`src/rtl/cdt_pkg.sv`:
```
package cdt_pkg;

   // Register address codes of the firmware port
   typedef enum logic [1:0] {
      CDT_A_LIMIT = 2'd0,
      CDT_A_CTRL  = 2'd1,
      CDT_A_STAT  = 2'd2,
      CDT_A_COUNT = 2'd3
   } cdt_addr_e;

   // Bit positions inside the control and status words
   localparam int unsigned CDT_CTRL_EN_BIT   = 0;
   localparam int unsigned CDT_STAT_FLAG_BIT = 0;

   // Closing strobe decoded from end / abort
   typedef struct packed {
      logic open_req;
      logic close_req;
   } cdt_seq_cmd_t;

endpackage

```
`src/rtl/cdt_prescaler.sv`:
```
module cdt_prescaler #(
   parameter int unsigned DIV = 10000
) (
   input  logic clk,
   input  logic rst_n,
   output logic tick
);
   localparam int unsigned PW = (DIV > 1) ? $clog2(DIV) : 1;
   localparam logic [PW-1:0] LAST = PW'(DIV - 1);

   initial begin
      if (DIV < 1) $error("cdt_prescaler: DIV must be at least 1");
   end

   generate
      if (DIV == 1) begin : g_pass
         // every clock is a tick
         assign tick = 1'b1;
      end else begin : g_div
         logic [PW-1:0] phase_q;

         always_ff @(posedge clk or negedge rst_n) begin
            if (!rst_n) begin
               phase_q <= '0;
            end else if (phase_q == LAST) begin
               phase_q <= '0;
            end else begin
               phase_q <= phase_q + 1'b1;
            end
         end

         assign tick = (phase_q == LAST);
      end
   endgenerate

endmodule

```
`src/rtl/cdt_seq_counter.sv`:
```
module cdt_seq_counter
   import cdt_pkg::*;
#(
   parameter int unsigned CNT_W = 16
) (
   input  logic             clk,
   input  logic             rst_n,
   input  logic             seq_start,
   input  logic             seq_end,
   input  logic             seq_abort,
   input  logic             tick,
   input  logic [CNT_W-1:0] limit,
   output logic             active,
   output logic [CNT_W-1:0] count,
   output logic             err
);
   localparam logic [CNT_W-1:0] CNT_MAX = '1;

   cdt_seq_cmd_t cmd;
   logic         active_q;
   logic [CNT_W-1:0] count_q;
   logic         reached;
   logic         advance;

   initial begin
      if (CNT_W < 1 || CNT_W > 32) $error("cdt_seq_counter: CNT_W out of range");
   end

   // closing strobes take priority over a simultaneous start
   always_comb begin
      cmd.close_req = seq_end | seq_abort;
      cmd.open_req  = seq_start & ~cmd.close_req;
   end

   // limit comparison; also holds if the limit is lowered mid-sequence
   assign reached = active_q && (count_q >= limit);

   // count a tick only while open, not in error, and never past the top
   assign advance = active_q && tick && !reached && (count_q != CNT_MAX);

   always_ff @(posedge clk or negedge rst_n) begin
      if (!rst_n) begin
         active_q <= 1'b0;
      end else if (cmd.close_req) begin
         active_q <= 1'b0;
      end else if (cmd.open_req) begin
         active_q <= 1'b1;
      end
   end

   always_ff @(posedge clk or negedge rst_n) begin
      if (!rst_n) begin
         count_q <= '0;
      end else if (cmd.close_req || cmd.open_req) begin
         count_q <= '0;
      end else if (advance) begin
         count_q <= count_q + 1'b1;
      end
   end

   assign active = active_q;
   assign count  = count_q;
   assign err    = reached;

endmodule

```
`src/rtl/cdt_regs.sv`:
```
module cdt_regs
   import cdt_pkg::*;
#(
   parameter int unsigned CNT_W       = 16,
   parameter logic [CNT_W-1:0] LIMIT_RESET = '1
) (
   input  logic             clk,
   input  logic             rst_n,
   input  logic             wr_en,
   input  logic [1:0]       wr_addr,
   input  logic [CNT_W-1:0] wr_data,
   input  logic [1:0]       rd_addr,
   input  logic             err,
   input  logic [CNT_W-1:0] count,
   output logic [CNT_W-1:0] limit,
   output logic             en,
   output logic             flag,
   output logic [CNT_W-1:0] rd_data
);
   cdt_addr_e wa;
   cdt_addr_e ra;
   logic      wr_limit;
   logic      wr_ctrl;
   logic      clr_flag;
   logic      set_flag;

   logic [CNT_W-1:0] limit_q;
   logic             en_q;
   logic             flag_q;

   assign wa = cdt_addr_e'(wr_addr);
   assign ra = cdt_addr_e'(rd_addr);

   assign wr_limit = wr_en && (wa == CDT_A_LIMIT);
   assign wr_ctrl  = wr_en && (wa == CDT_A_CTRL);
   assign clr_flag = wr_en && (wa == CDT_A_STAT) && wr_data[CDT_STAT_FLAG_BIT];
   assign set_flag = err && en_q;

   always_ff @(posedge clk or negedge rst_n) begin
      if (!rst_n) begin
         limit_q <= LIMIT_RESET;
      end else if (wr_limit) begin
         limit_q <= wr_data;
      end
   end

   always_ff @(posedge clk or negedge rst_n) begin
      if (!rst_n) begin
         en_q <= 1'b0;
      end else if (wr_ctrl) begin
         en_q <= wr_data[CDT_CTRL_EN_BIT];
      end
   end

   // sticky flag: setting wins over a clear in the same cycle
   always_ff @(posedge clk or negedge rst_n) begin
      if (!rst_n) begin
         flag_q <= 1'b0;
      end else if (set_flag) begin
         flag_q <= 1'b1;
      end else if (clr_flag) begin
         flag_q <= 1'b0;
      end
   end

   always_comb begin
      rd_data = '0;
      unique case (ra)
         CDT_A_LIMIT: rd_data = limit_q;
         CDT_A_CTRL:  rd_data[CDT_CTRL_EN_BIT] = en_q;
         CDT_A_STAT:  rd_data[CDT_STAT_FLAG_BIT] = flag_q;
         CDT_A_COUNT: rd_data = count;
         default:     rd_data = '0;
      endcase
   end

   assign limit = limit_q;
   assign en    = en_q;
   assign flag  = flag_q;

endmodule

```
`src/rtl/cmd_dto_monitor.sv`:
```
module cmd_dto_monitor #(
   parameter int unsigned PRESCALE_DIV = 10000,
   parameter int unsigned CNT_W        = 16,
   parameter logic [CNT_W-1:0] LIMIT_RESET = '1
) (
   input  logic             clk,
   input  logic             rst_n,
   input  logic             seq_start,
   input  logic             seq_end,
   input  logic             seq_abort,
   input  logic             wr_en,
   input  logic [1:0]       wr_addr,
   input  logic [CNT_W-1:0] wr_data,
   input  logic [1:0]       rd_addr,
   output logic [CNT_W-1:0] rd_data,
   output logic             seq_active,
   output logic [CNT_W-1:0] tick_count,
   output logic             tmo_err,
   output logic             tmo_irq
);
   initial begin
      if (PRESCALE_DIV < 1) $error("cmd_dto_monitor: PRESCALE_DIV must be >= 1");
      if (CNT_W < 2 || CNT_W > 32) $error("cmd_dto_monitor: CNT_W must be 2..32");
   end

   logic             pre_tick;
   logic [CNT_W-1:0] limit_q;
   logic             irq_en;
   logic             tmo_flag;

   cdt_prescaler #(
      .DIV (PRESCALE_DIV)
   ) u_pre (
      .clk   (clk),
      .rst_n (rst_n),
      .tick  (pre_tick)
   );

   cdt_seq_counter #(
      .CNT_W (CNT_W)
   ) u_cnt (
      .clk       (clk),
      .rst_n     (rst_n),
      .seq_start (seq_start),
      .seq_end   (seq_end),
      .seq_abort (seq_abort),
      .tick      (pre_tick),
      .limit     (limit_q),
      .active    (seq_active),
      .count     (tick_count),
      .err       (tmo_err)
   );

   cdt_regs #(
      .CNT_W       (CNT_W),
      .LIMIT_RESET (LIMIT_RESET)
   ) u_regs (
      .clk     (clk),
      .rst_n   (rst_n),
      .wr_en   (wr_en),
      .wr_addr (wr_addr),
      .wr_data (wr_data),
      .rd_addr (rd_addr),
      .err     (tmo_err),
      .count   (tick_count),
      .limit   (limit_q),
      .en      (irq_en),
      .flag    (tmo_flag),
      .rd_data (rd_data)
   );

   assign tmo_irq = tmo_flag & irq_en;

endmodule

```
`config.mk`:
```
export PLATFORM = sky130hd
export DESIGN_NAME = cmd_dto_monitor
export DESIGN_NICKNAME = d
export VERILOG_FILES = /design/src/rtl/cdt_pkg.sv /design/src/rtl/cdt_prescaler.sv /design/src/rtl/cdt_seq_counter.sv /design/src/rtl/cdt_regs.sv /design/src/rtl/cmd_dto_monitor.sv
export SDC_FILE = /design/constraint.sdc
export NUM_CORES = 1
export LEC_CHECK = 0
export BUFFER_PORTS_ARGS = -buffer_cell sky130_fd_sc_hd__buf_2
export CORE_UTILIZATION = 49
export CTS_CLUSTER_SIZE = 8
export DETAILED_ROUTE_END_ITERATION = 12
export PLACE_DENSITY_LB_ADDON = 0.05
export SLEW_MARGIN = 20
export SYNTH_ARGS = -nofsm -noshare
export SYNTH_HDL_FRONTEND = slang
export SYNTH_SLANG_ARGS = --single-unit
export TNS_END_PERCENT = 5
```
`constraint.sdc`:
```
create_clock -name clk -period 2.67 [get_ports clk]
set_input_delay 0.534 -clock clk [delete_from_list [all_inputs] [get_ports clk]]
set_output_delay 0.534 -clock clk [all_outputs]
set_load 0.02 [all_outputs]
```
; Yosys cells after proc, flatten, opt, wreduce, memory -nomap -nowiden
; Cells that the tools add are included.
[word_totals]
wordCells = 45
in_bits = 26
out_inout_bits = 35
regBits = 49
[op_classes]
addsub = 2
magnitude_cmp = 1
n_bitwise = 4
n_reduce_logical = 16
n_mux = 9
n_eq_ne = 7
[ops]
columns = operator, count
row1 = 16-bit 2-to-1 mux, 2
row2 = 15-bit one-hot mux with 2 select lines, 1
row3 = "16-bit by 1-bit adder with 16-bit output, second input constant", 1
row4 = 16-bit greater-or-equal comparator, 1
row5 = "16-bit inequality test, second input constant", 1
row6 = "14-bit by 1-bit adder with 14-bit output, second input constant", 1
row7 = "14-bit == test, second input constant", 1
row8 = 14-bit 2-to-1 mux, 1
row9 = 1-bit logical AND, 9
row10 = "2-bit == test, second input constant", 3
row11 = 2-bit nonzero test, 3
row12 = "2-bit by 1-bit == test with 1-bit output, second input constant", 2
row13 = 2-bit zero test, 2
row14 = 1-bit 2-to-1 mux, 4
row15 = 1-bit one-hot mux with 4 select lines, 1
row16 = 1-bit AND, 2
row17 = 1-bit zero test, 1
row18 = 1-bit logical OR, 1
row19 = 1-bit inverter, 1
row20 = 1-bit bitwise OR, 1

; Logic depth before layout (Yosys ltp)
; Gate-level depths: netlist of the first run.
[logic_depth]
depth_word = 7
mapped_depth = 10
depth_no_buf = 8

; By module
; Synthesis of the first run repeated with hierarchy kept, for this count alone.
[hier_totals]
hier_cells = 306
hier_area_um2 = 3075.4
[modules_own_cells]
columns = mod, cells_per_inst, n_inst, seq_area_each_um2, area_each_um2
row1 = cdt_seq_counter, 159, 1, 425.4, 1401.3
row2 = cdt_regs, 84, 1, 470.5, 999.7
row3 = cdt_prescaler, 62, 1, 350.3, 668.1
row4 = cmd_dto_monitor, 1, 1, 0.0, 6.3

; Worst setup path after synthesis of the first run
; Ideal clock, no wire load.
[synth_timing]
path_kind = reg2reg
start = reg u_cnt.count_q[0] (netlist: u_cnt.count[0])
end = reg u_cnt.count_q[15] (netlist: u_cnt.count[15])
path_buffers = 1
t_arrival_ns = 2.508
setup_ns = 0.078
synth_period_minus_slack_ns = 2.586
setup_slack_ns = 0.084
stages_incl_launch_ff = 10
required_time_ns = 2.592
path_cell_list = dfrtp_1 -> inv_1 -> ha_1 -> nand2b_1 -> a2111o_1 -> a32oi_1 -> nand4_1 -> buf_2 -> or4_1 -> a21oi_1
[synth_between]
elab_chain_cells = 6
elab_cells_between_ends = 10
cone_classes = 1 x add/sub / 1 x order compare / 1 x eq/ne / 2 x mux / 5 x reduce/logical
[synth_lines]
columns = item, line_no
row1 = start: declaration, cdt_seq_counter.sv:21  ; logic [CNT_W-1:0] count_q;
row2 = start signal: assignment, cdt_seq_counter.sv:57  ; count_q <= count_q + 1'b1;
row3 = 16-bit greater-or-equal comparator, cdt_seq_counter.sv:36  ; assign reached = active_q && (count_q >= limit);
row4 = 1-bit logical AND, cdt_seq_counter.sv:36
row5 = 1-bit zero test, cdt_seq_counter.sv:39  ; assign advance = active_q && tick && !reached && (count_q != CNT_MAX);
row6 = 1-bit logical AND (2 in a row), cdt_seq_counter.sv:39
row7 = 2-bit nonzero test (no line), -
; Parallel ways exist; a longest one is shown, timed or not. The select of a mux whose other input is x is not followed.
; A chain may end at the register's enable or synchronous reset.

; Worst setup path after layout of the first run
[layout_timing]
start = reg u_regs.limit_q[13] (netlist: u_regs.limit[13])
end = out tmo_err
[layout_between]
elab_chain_cells = 2
[layout_lines]
columns = item, line_no
row1 = start: declaration, cdt_regs.sv:27  ; logic [CNT_W-1:0] limit_q;
row2 = start signal: assignment, cdt_regs.sv:43  ; limit_q <= wr_data;
row3 = 16-bit greater-or-equal comparator, cdt_seq_counter.sv:36
row4 = 1-bit logical AND, cdt_seq_counter.sv:36
row5 = end: declaration, cmd_dto_monitor.sv:18  ; output logic tmo_err,
; Every way passes these cells.

==> metrics.txt, run 1 <==
met3 GRT Util=0.0465; effective utilization at floorplan=0.514; count of max-cap constraint violations=0; endpoint type of the worst setup path=primary output; overall routed net length=around 6900 um; leakage dissipation=roughly 0.0017 uW; Synthesis Warnings=0; number of flops mapped to enable cells by yosys=0; number of placed instances, taps included=457; clk sink count=between 40 and 50; total count of hold-check failures in the final report=0; final HPWL from detailed placement=5170 um; clock tree from TritonCTS=done; Final Total Pwr=1660 uW; status=complete, but fails checks; type of element launching the critical path=register; count of non-filler cells in the finished layout=around 470; cell count after synthesis=a little over 300; slew of the pin with the lowest slew margin=899 ps; number of nets in the layout=442; most used flip-flop cell after synthesis=sky130_fd_sc_hd__dfrtp_1; RSZ-0062 raised after global routing=true; vias in the first global route=2427; pin count of the biggest net entering global routing=42; detail-routed net length per standard cell=14.9 um; peak-usage layer in the global routing report=met2; vias per cell=about 5.5; post-synth top area share=0.290; layout cells sized above 1=0.317; post-synth design cell area=roughly 0.0028 sq mm; final RePlAce weighted congestion=0.786; worst hold slack=344 ps; commonest cells in the synthesized netlist=33 x sky130_fd_sc_hd__dfrtp_1, 33 x sky130_fd_sc_hd__nor2_1, 28 x sky130_fd_sc_hd__o21ai_0; standard-cell rows=27; final clock period utilization by the worst path=1.02; number of antenna cells inserted=0; highest attainable clock frequency=0.366 GHz; die span in x=78.3 um; net count after synthesis=between 300 and 400; met2 Usage GRT=0.416; worst clock skew=6.98 ps; top cells by area, synth=sky130_fd_sc_hd__dfrtp_1 29%, sky130_fd_sc_hd__dfstp_2 15%, sky130_fd_sc_hd__ha_1 10%; final setup violating endpoints=1; First DRT Iteration DRCs=213; pre-CTS setup slack=-77.0 ps; syn avg cell area=9.16 sq um; CTS clk-pin slew, worst paths=about 90 ps; WS Path Type=reg2out; global-route wire length before repair=11700 um; Max Slew Vio Count=0; sequential fraction of the synthesis area=0.437; critical path arrival=2200 ps; die area=0.00612 sq mm; buffer cell driving the clock tree root=sky130_fd_sc_hd__clkbuf_8; initial antenna violation count=0; core outline area=0.00554 sq mm; final cell utilization of the core=0.649; H-Tree Level Count=2; maximum clock insertion buffer count=2; number of routed nets with antenna violations=0; number of iterations in the first detailed-routing pass=4; DRC Markers=0; data required time of the worst path=approximately 2100 ps; largest area contributor in the synthesized netlist=sky130_fd_sc_hd__dfrtp_1; Tightest Hold Check Type=in2async; Slew Limit Headroom=0.401; share of flip-flops with an asynchronous set or reset after synthesis=1.00; maximum ir drop on the vdd rail=0.300 mV; Area growth, synth to finish=26.2%; Final Critical Period=2730 ps; setup ws final=-62.0 ps; largest fanout on the critical path=3; PortBufs=60; height of the die=about 80 um; GRT met1 Usage=0.332; overall routing resource usage=0.248; Ports=between 60 and 70; total power per unit cell area=461 mW/mm^2; insertion delay of the later-clocked pin in the worst-skew pair=300 ps; number of vias after detailed routing=2550; violated checks=setup timing; flip-flop and latch count after synthesis=49; post-synthesis cell type count=41; TritonCTS Buffers=5; R2R cell count=8; residual overflow from global routing=0
[cell families after synthesis]
family,count (synthesis),share of synthesized area
flops,49,0.437
xor+xnor,13,0.0400
buf+inv,34,0.0452
mux,3,0.0110
compound gates,74,0.159
fa+ha+maj,23,0.101
simple gates,115,0.207
[layout make-up]
type,count,area [sq um]
Clock buffer,6,82.6
Clock inverter,2,37.5
Fill cell,469,1940
Inverter,22,82.6
Multi-Input combinational cell,228,1550
Sequential cell,49,1250
Tap cell,72,90.1
Timing Repair Buffer,87,505
[state kept, by name (all words and copies together), names as in the netlist]
register,count
u_regs.flag,1
u_regs.limit,16
u_cnt.count,16
u_cnt.active,1
u_pre.g_div.phase_q,14
u_regs.en,1
[per-stage QoR]
stage	setup TNS, ps	area (sq um)
after global placement	0	3390
after global routing	-813	3600
final	-62.0	3600
after floorplan	0	2850
after detailed placement	-203	3390
after CTS	-35.1	3600
[critical path, cell delays in order, from the launching register on]
cell and delay, ps:
sky130_fd_sc_hd__dfstp_2 540, sky130_fd_sc_hd__inv_1 70, sky130_fd_sc_hd__ha_4 280, sky130_fd_sc_hd__nand4_1 150
sky130_fd_sc_hd__buf_4 190, sky130_fd_sc_hd__a211oi_2 130, sky130_fd_sc_hd__a32oi_1 150, sky130_fd_sc_hd__a21boi_2 220
sky130_fd_sc_hd__buf_4 170
[worst paths after layout]
path | from | to | slack (ps)
setup / recovery | u_regs.limit[13] | tmo_err | -60
setup reg to reg | u_regs.limit[0] | u_cnt.count[7] | 30
min in group clk | seq_end | u_cnt.active | 380
hold / removal | rst_n | u_pre.g_div.phase_q[12] | 340
hold reg to reg | u_pre.g_div.phase_q[0] | u_pre.g_div.phase_q[0] | 470
max in group asynchronous | rst_n | u_regs.limit[8] | 1580
[placed cells by master (no fill, tap or decap), types with 2 or more instances in the layout]
| cell | n |
|---|---|
| sky130_fd_sc_hd__nand3_1 | 12 |
| sky130_fd_sc_hd__and2_1 | 4 |
| sky130_fd_sc_hd__ha_4 | 3 |
| sky130_fd_sc_hd__clkbuf_8 | 6 |
| sky130_fd_sc_hd__dfstp_2 | 16 |
| sky130_fd_sc_hd__nor2_1 | 33 |
| sky130_fd_sc_hd__a21oi_1 | 17 |
| sky130_fd_sc_hd__o31ai_1 | 4 |
| sky130_fd_sc_hd__xnor2_1 | 4 |
| sky130_fd_sc_hd__xor2_1 | 9 |
| sky130_fd_sc_hd__ha_1 | 20 |
| sky130_fd_sc_hd__nand4_1 | 8 |
| sky130_fd_sc_hd__or3_1 | 11 |
| sky130_fd_sc_hd__dfrtp_1 | 33 |
| sky130_fd_sc_hd__buf_2 | 59 |
| sky130_fd_sc_hd__o21ai_0 | 28 |
| sky130_fd_sc_hd__nand2_1 | 27 |
| sky130_fd_sc_hd__inv_1 | 21 |
| sky130_fd_sc_hd__or4_1 | 4 |
| sky130_fd_sc_hd__a21o_1 | 2 |
| sky130_fd_sc_hd__a22oi_1 | 15 |
| sky130_fd_sc_hd__buf_4 | 28 |
| sky130_fd_sc_hd__and3_1 | 5 |
| sky130_fd_sc_hd__mux2i_1 | 2 |
[per-layer routing]
layer / up-vias / part of all wire
li1: 1267 / -
met1: 1211 / 0.46
met2: 67 / 0.49
met3: 5 / 0.043
met4: 0 / 0.0081
met5: - / 0
[where the power goes]
part	switching (uW)	leakage (uW)	internal (uW)
logic	153	0.00105	98.3
clock network	257	0.0000574	305
registers	26.9	0.000612	816
total	437	0.00172	1220
[timing repair]
action	in CTS	in global routing
setup buffers	1	0
endpoints found under the setup margin	11	11
gates resized for setup	12	0
pin swaps	6	2
hold buffers	0	0
No activity file was read; power rests on OpenSTA's default activity.
==> run 2: changes to the inputs <==
--- a/config.mk
+++ b/config.mk
@@ -6,6 +6,7 @@
 export NUM_CORES = 1
 export LEC_CHECK = 0
 export BUFFER_PORTS_ARGS = -buffer_cell sky130_fd_sc_hd__buf_2
+export CORE_ASPECT_RATIO = 0.5
 export CORE_UTILIZATION = 49
 export CTS_CLUSTER_SIZE = 8
 export DETAILED_ROUTE_END_ITERATION = 12
==> run 2 against run 1 <==
Effect of this change: the run still ends with setup timing left; largest cell class unchanged; highest routed layer unchanged; non-clock buffer count grew 1; global-route usage is 1.4 points higher; sequential cell count unchanged; final cell count rose by 0.43%; clock-buffer cell count fell by 1; critical path depth grew 2; combinational power is 4% higher.
==> metrics.txt, run 2 (synthesis results as in run 1) <==
vias in the first global route=~2700; pin count of the biggest net entering global routing=33; die area=0.00614 sq mm; Final Total Pwr=around 1800 uW; data required time of the worst path=2870 ps; final setup violating endpoints=12; buffer cell driving the clock tree root=sky130_fd_sc_hd__clkbuf_16; type of element launching the critical path=register; Ports=61; core outline area=around 0.0055 sq mm; pre-CTS setup slack=-184 ps; Area growth, synth to finish=33.3%; leakage dissipation=0.00178 uW; Slew Limit Headroom=0.493; initial antenna violation count=0; endpoint of the lowest-slack register-to-register path=u_cnt.count[13]; height of the die=55.9 um; critical path arrival=2950 ps; H-Tree Level Count=2; setup ws final=-73.4 ps; number of nets in the layout=443; detail-routed net length per standard cell=16.2 um; standard-cell rows=19; insertion delay of the later-clocked pin in the worst-skew pair=290 ps; most used cells in the layout excluding fill and tap cells=59 x sky130_fd_sc_hd__buf_2, 33 x sky130_fd_sc_hd__dfrtp_1, 32 x sky130_fd_sc_hd__nor2_1; number of iterations in the first detailed-routing pass=4; endpoint type of the worst setup path=register; final cell utilization of the core=0.686; final HPWL from detailed placement=approximately 5400 um; overall routed net length=7580 um; worst clock skew=roughly 6.3 ps; largest fanout on the critical path=8; maximum ir drop on the vdd rail=0.380 mV; status=complete, but fails checks; PortBufs=60; die span in x=110 um; vias per cell=5.70; slew of the pin with the lowest slew margin=between 700 and 800 ps; Max Slew Vio Count=0; First DRT Iteration DRCs=122; RSZ-0062 raised after global routing=true; total count of hold-check failures in the final report=0; overall routing resource usage=0.262; WS Path Type=reg2reg; maximum clock insertion buffer count=2; clock tree from TritonCTS=done; cell with the biggest individual delay on the critical path=sky130_fd_sc_hd__or4_4; total power per unit cell area=a little under 500 mW/mm^2; Tightest Hold Check Type=in2async; TritonCTS Buffers=5; Register-to-Register Setup Slack=-70 ps; commonest non-fill, non-tap cell in the layout=sky130_fd_sc_hd__buf_2; residual overflow from global routing=0; CP cell instances=inv_1 > ha_4 > nand2b_4 > a2111o_1 > a32oi_2 > buf_4 > nand4_1 > buf_6 > or4_4 > a21oi_2; Final Critical Period=approximately 2700 ps; final clock period utilization by the worst path=1.03; count of max-cap constraint violations=0; DRC Markers=0; number of antenna cells inserted=0; effective utilization at floorplan=0.514; CTS clk-pin slew, worst paths=approximately 70 ps; highest attainable clock frequency=around 0.36 GHz; R2R cell count=10; violated checks=setup timing; reg-to-reg critical path startpoint=u_cnt.count[0]; number of vias after detailed routing=2666; clk sink count=49; cell family with the largest share of critical-path delay=compound AO/OA/AOI/OAI gates; global-route wire length before repair=12100 um; number of routed nets with antenna violations=0; highest cell delay on the worst timing path=about 480 ps; number of buffer and inverter stages on the critical path=3; final RePlAce weighted congestion=0.855; fillers=455; layout cells sized above 1=0.375; Total Neg Setup Slack=-513 ps; stages on the worst setup path=10
## run 2: routing by layer
layer | up-vias | wire length (um) | GRT usage
met1 | 1298 | 3310 | 0.327
li1 | 1272 | - | -
met4 | 0 | 116 | 0.0857
met2 | 81 | 3750 | 0.451
met3 | 15 | 404 | 0.0574
met5 | - | 0 | 0
## run 2: how the worst max path moves through the flow
stage | slack, ps | end | from
finish | -70 | u_cnt.count[13] | u_cnt.count[0]
global route | -150 | u_cnt.count[6] | u_regs.limit[12]
CTS | -70 | tmo_err | u_regs.limit[15]
detailed placement | -180 | u_cnt.count[13] | u_regs.limit[13]
global placement | -160 | u_cnt.count[13] | u_regs.limit[13]
floorplan | 80 | u_cnt.count[15] | u_cnt.count[0]
## run 2: where the power goes
group          total [uW]  switching, uW  leakage [uW]  internal (uW)
sequential            846           29.3      0.000612            817
combinational         261            159       0.00109            102
clock                 725            282     0.0000800            444
total                1830            470       0.00178           1360
## run 2: cell type report
type | instances | area [sq um] | area share
Multi-Input combinational cell | 228 | 1660 | 0.438
Sequential cell | 49 | 1250 | 0.328
Timing Repair Buffer | 88 | 544 | 0.143
Clock buffer | 5 | 125 | 0.0329
Tap cell | 73 | 91.3 | 0.0241
Inverter | 22 | 82.6 | 0.0217
Clock inverter | 3 | 46.3 | 0.0122
## run 2: metrics by stage
step,cells,hold slack (ps),instance area (sq um)
floorplan,311,238,2850
global placement,456,449,3390
detailed placement,456,460,3390
CTS,470,240,3730
global route,468,270,3800
finish,468,233,3800
## run 2: repair_timing
action                                 4_1_cts  5_1_grt
resized for setup                           23       20
setup endpoints to repair                   17       17
cloned                                       1        0
hold buffers                                 0        0
pin swaps                                   19        9
buffers inserted                             6        1
endpoints found under the hold margin        0        0
==> run 3: changes to the inputs <==
--- a/config.mk
+++ b/config.mk
@@ -7,12 +7,13 @@
 export LEC_CHECK = 0
 export BUFFER_PORTS_ARGS = -buffer_cell sky130_fd_sc_hd__buf_2
 export CORE_ASPECT_RATIO = 0.5
-export CORE_UTILIZATION = 49
+export CORE_UTILIZATION = 50
 export CTS_CLUSTER_SIZE = 8
 export DETAILED_ROUTE_END_ITERATION = 12
 export PLACE_DENSITY_LB_ADDON = 0.05
 export SLEW_MARGIN = 20
 export SYNTH_ARGS = -nofsm -noshare
 export SYNTH_HDL_FRONTEND = slang
+export SYNTH_HIERARCHICAL = 1
 export SYNTH_SLANG_ARGS = --single-unit
 export TNS_END_PERCENT = 5
==> run 3 against run 2 <==
Effect of this change: the flow still finishes with violations (setup timing); critical endpoint is now tmo_err; largest cell class unchanged; sequential power grew 2.6%; total power grew 1.2%; combinational power grew 41%.
==> metrics.txt, run 3 <==
status=complete, but fails checks; violated checks=setup timing; pin count of the biggest net entering global routing=28; final clock period utilization by the worst path=1.06; sequential fraction of the synthesis area=0.405; Register-to-Register Setup Slack=0 ps; highest attainable clock frequency=0.354 GHz; vias per cell=5.94; R2R cell count=8; cell count after synthesis=306; number of flops mapped to enable cells by yosys=0; share of flip-flops with an asynchronous set or reset after synthesis=1.00; Area growth, synth to finish=31.5%; number of iterations in the first detailed-routing pass=4; DRC Markers=0; insertion delay of the later-clocked pin in the worst-skew pair=290 ps; fillers=about 450; number of routed nets with antenna violations=0; CTS clk-pin slew, worst paths=70 ps; number of antenna cells inserted=0; height of the die=between 50 and 60 um; Tightest Hold Check Type=in2async; PortBufs=60; crit path capture=tmo_err; clk sink count=slightly below 50; top cells by area, synth=sky130_fd_sc_hd__dfrtp_1 27%, sky130_fd_sc_hd__dfstp_2 14%, sky130_fd_sc_hd__ha_1 9.8%; most numerous cell in the Yosys netlist=sky130_fd_sc_hd__dfrtp_1; worst clock skew=between 7 and 8 ps; Ports=between 60 and 70; critical path arrival=2290 ps; area of combinational cells with multiple inputs=roughly 0.0019 sq mm; reg-to-reg critical path startpoint=u_regs/limit[13]; commonest cells in the synthesized netlist=33 x sky130_fd_sc_hd__dfrtp_1, 27 x sky130_fd_sc_hd__nor2_1, 24 x sky130_fd_sc_hd__ha_1; flip-flop and latch count after synthesis=between 40 and 50; post-synth top area share=0.269; data required time of the worst path=2140 ps; global-route wire length before repair=13700 um; detail-routed net length per standard cell=approximately 17 um; Final Critical Period=about 2800 ps; clock tree from TritonCTS=done; total power per unit cell area=between 400 and 500 mW/mm^2; Synthesis Warnings=6; die area=0.00649 sq mm; leakage dissipation=about 0.0019 uW; worst hold slack=~230 ps; number of nets in the layout=~450; final RePlAce weighted congestion=0.858; residual overflow from global routing=0; slew of the pin with the lowest slew margin=706 ps; TritonCTS Buffers=5; initial antenna violation count=0; First DRT Iteration DRCs=195; largest area contributor in the synthesized netlist=sky130_fd_sc_hd__dfrtp_1; endpoint of the lowest-slack register-to-register path=u_cnt/count[7]; largest fanout on the critical path=3; total area of sequential cells=0.00125 sq mm; H-Tree Level Count=2; net count after synthesis=roughly 360; final HPWL from detailed placement=5800 um; post-synth design cell area=0.00308 sq mm; endpoint type of the worst setup path=primary output; maximum clock insertion buffer count=2; Max Slew Vio Count=0; most used cells in the layout excluding fill and tap cells=59 x sky130_fd_sc_hd__buf_2, 35 x sky130_fd_sc_hd__buf_4, 32 x sky130_fd_sc_hd__dfrtp_1; effective utilization at floorplan=0.539; final setup violating endpoints=2; die span in x=113 um; buffer cell driving the clock tree root=sky130_fd_sc_hd__clkbuf_16; final cell utilization of the core=0.709; Final Total Pwr=1850 uW; WS Path Type=reg2out; count of max-cap constraint violations=0; total count of hold-check failures in the final report=0; Total Neg Setup Slack=-156 ps; setup ws final=-156 ps; maximum ir drop on the vdd rail=0.326 mV; vias in the first global route=2852; type of element launching the critical path=register; overall routing resource usage=0.274; post-synthesis cell type count=49; syn avg cell area=10.1 sq um; number of vias after detailed routing=2802; overall routed net length=between 8000 and 9000 um; Slew Limit Headroom=0.526; critical path startpoint=u_regs/limit[0]; core outline area=0.00571 sq mm; most used flip-flop cell after synthesis=sky130_fd_sc_hd__dfrtp_1; RSZ-0062 raised after global routing=true; standard-cell rows=19; layout cells sized above 1=0.426; pre-CTS setup slack=-57.0 ps; commonest non-fill, non-tap cell in the layout=sky130_fd_sc_hd__buf_2
==> run 3: cell types whose count changed after synthesis, sizes merged, moves of 6 or more <==
| cell | previous run | this run |
|---|---|---|
| nand2 | 27 | 14 |
| nor2 | 33 | 27 |
| or4 | 5 | 11 |
| or3 | 11 | 3 |
| nor3 | 2 | 9 |
| o31ai | 4 | 10 |
| mux2 | 1 | 17 |
| o21ai | 28 | 4 |
==> run 3: metrics by stage <==
stage,cell area (sq um),instances
final,4040,472
after CTS,4010,472
after floorplan,3160,306
after global placement,3670,453
after global routing,4040,472
after detailed placement,3670,453
==> run 3: where the power goes <==
part	total, uW	switching, uW	internal, uW
sequential	868	40.8	827
combinational	368	187	181
clock	618	268	349
total	1850	496	1360
==> run 3: cell families (layout without fill, tap and decap cells) <==
| kind of cell | count (synthesis) | count (layout) | share of synthesized area |
|---|---|---|---|
| compound gates | 61 | 61 | 0.138 |
| xor+xnor | 10 | 10 | 0.0285 |
| fa+ha+maj | 24 | 24 | 0.0976 |
| buf+inv | 32 | 125 | 0.0488 |
| flops | 49 | 49 | 0.405 |
| mux | 22 | 22 | 0.0785 |
| simple gates | 108 | 108 | 0.204 |
==> run 3: worst min-delay path by stage <==
stage,from,endpoint,slack (ps),depth (start not counted)
finish,rst_n,u_cnt/count[7],230,1
global route,rst_n,u_cnt/count[1],270,1
CTS,rst_n,u_cnt/count[1],260,1
detailed placement,u_pre/g_div.phase_q[0],u_pre/g_div.phase_q[0],500,1
global placement,u_pre/g_div.phase_q[0],u_pre/g_div.phase_q[0],490,1
floorplan,rst_n,u_cnt/active,240,0
==> run 3: area by class of cell <==
cell class / instances / share of cell area
inverters: 21 / 0.0195
well taps: 73 / 0.0226
multi-input cells: 225 / 0.470
repair buffers: 96 / 0.146
clock buffers: 8 / 0.0337
flip-flops and latches: 49 / 0.308
==> run 3: what timing repair did <==
action / 4_1_cts / 5_1_grt
hold buffers: 0 / 0
setup endpoints to repair: 12 / 13
resized for setup: 18 / 8
buffers inserted: 11 / 0
pin swaps: 11 / 4
==> run 3: per-layer routing <==
layer | GRT usage | vias up | wire length (um)
li1 | - | 1321 | -
met1 | 0.344 | 1384 | 3520
met2 | 0.486 | 83 | 3970
met3 | 0.0553 | 14 | 446
met4 | 0.0846 | 0 | 109
met5 | 0 | - | 0
==> run 3: critical path, stage by stage, from the launching register on <==
cell                        delay [ps]
sky130_fd_sc_hd__dfstp_2           570
sky130_fd_sc_hd__ha_4              200
sky130_fd_sc_hd__nand2b_4          140
sky130_fd_sc_hd__a2111oi_4         400
sky130_fd_sc_hd__o32ai_4           160
sky130_fd_sc_hd__o41a_1            380
sky130_fd_sc_hd__buf_6             150
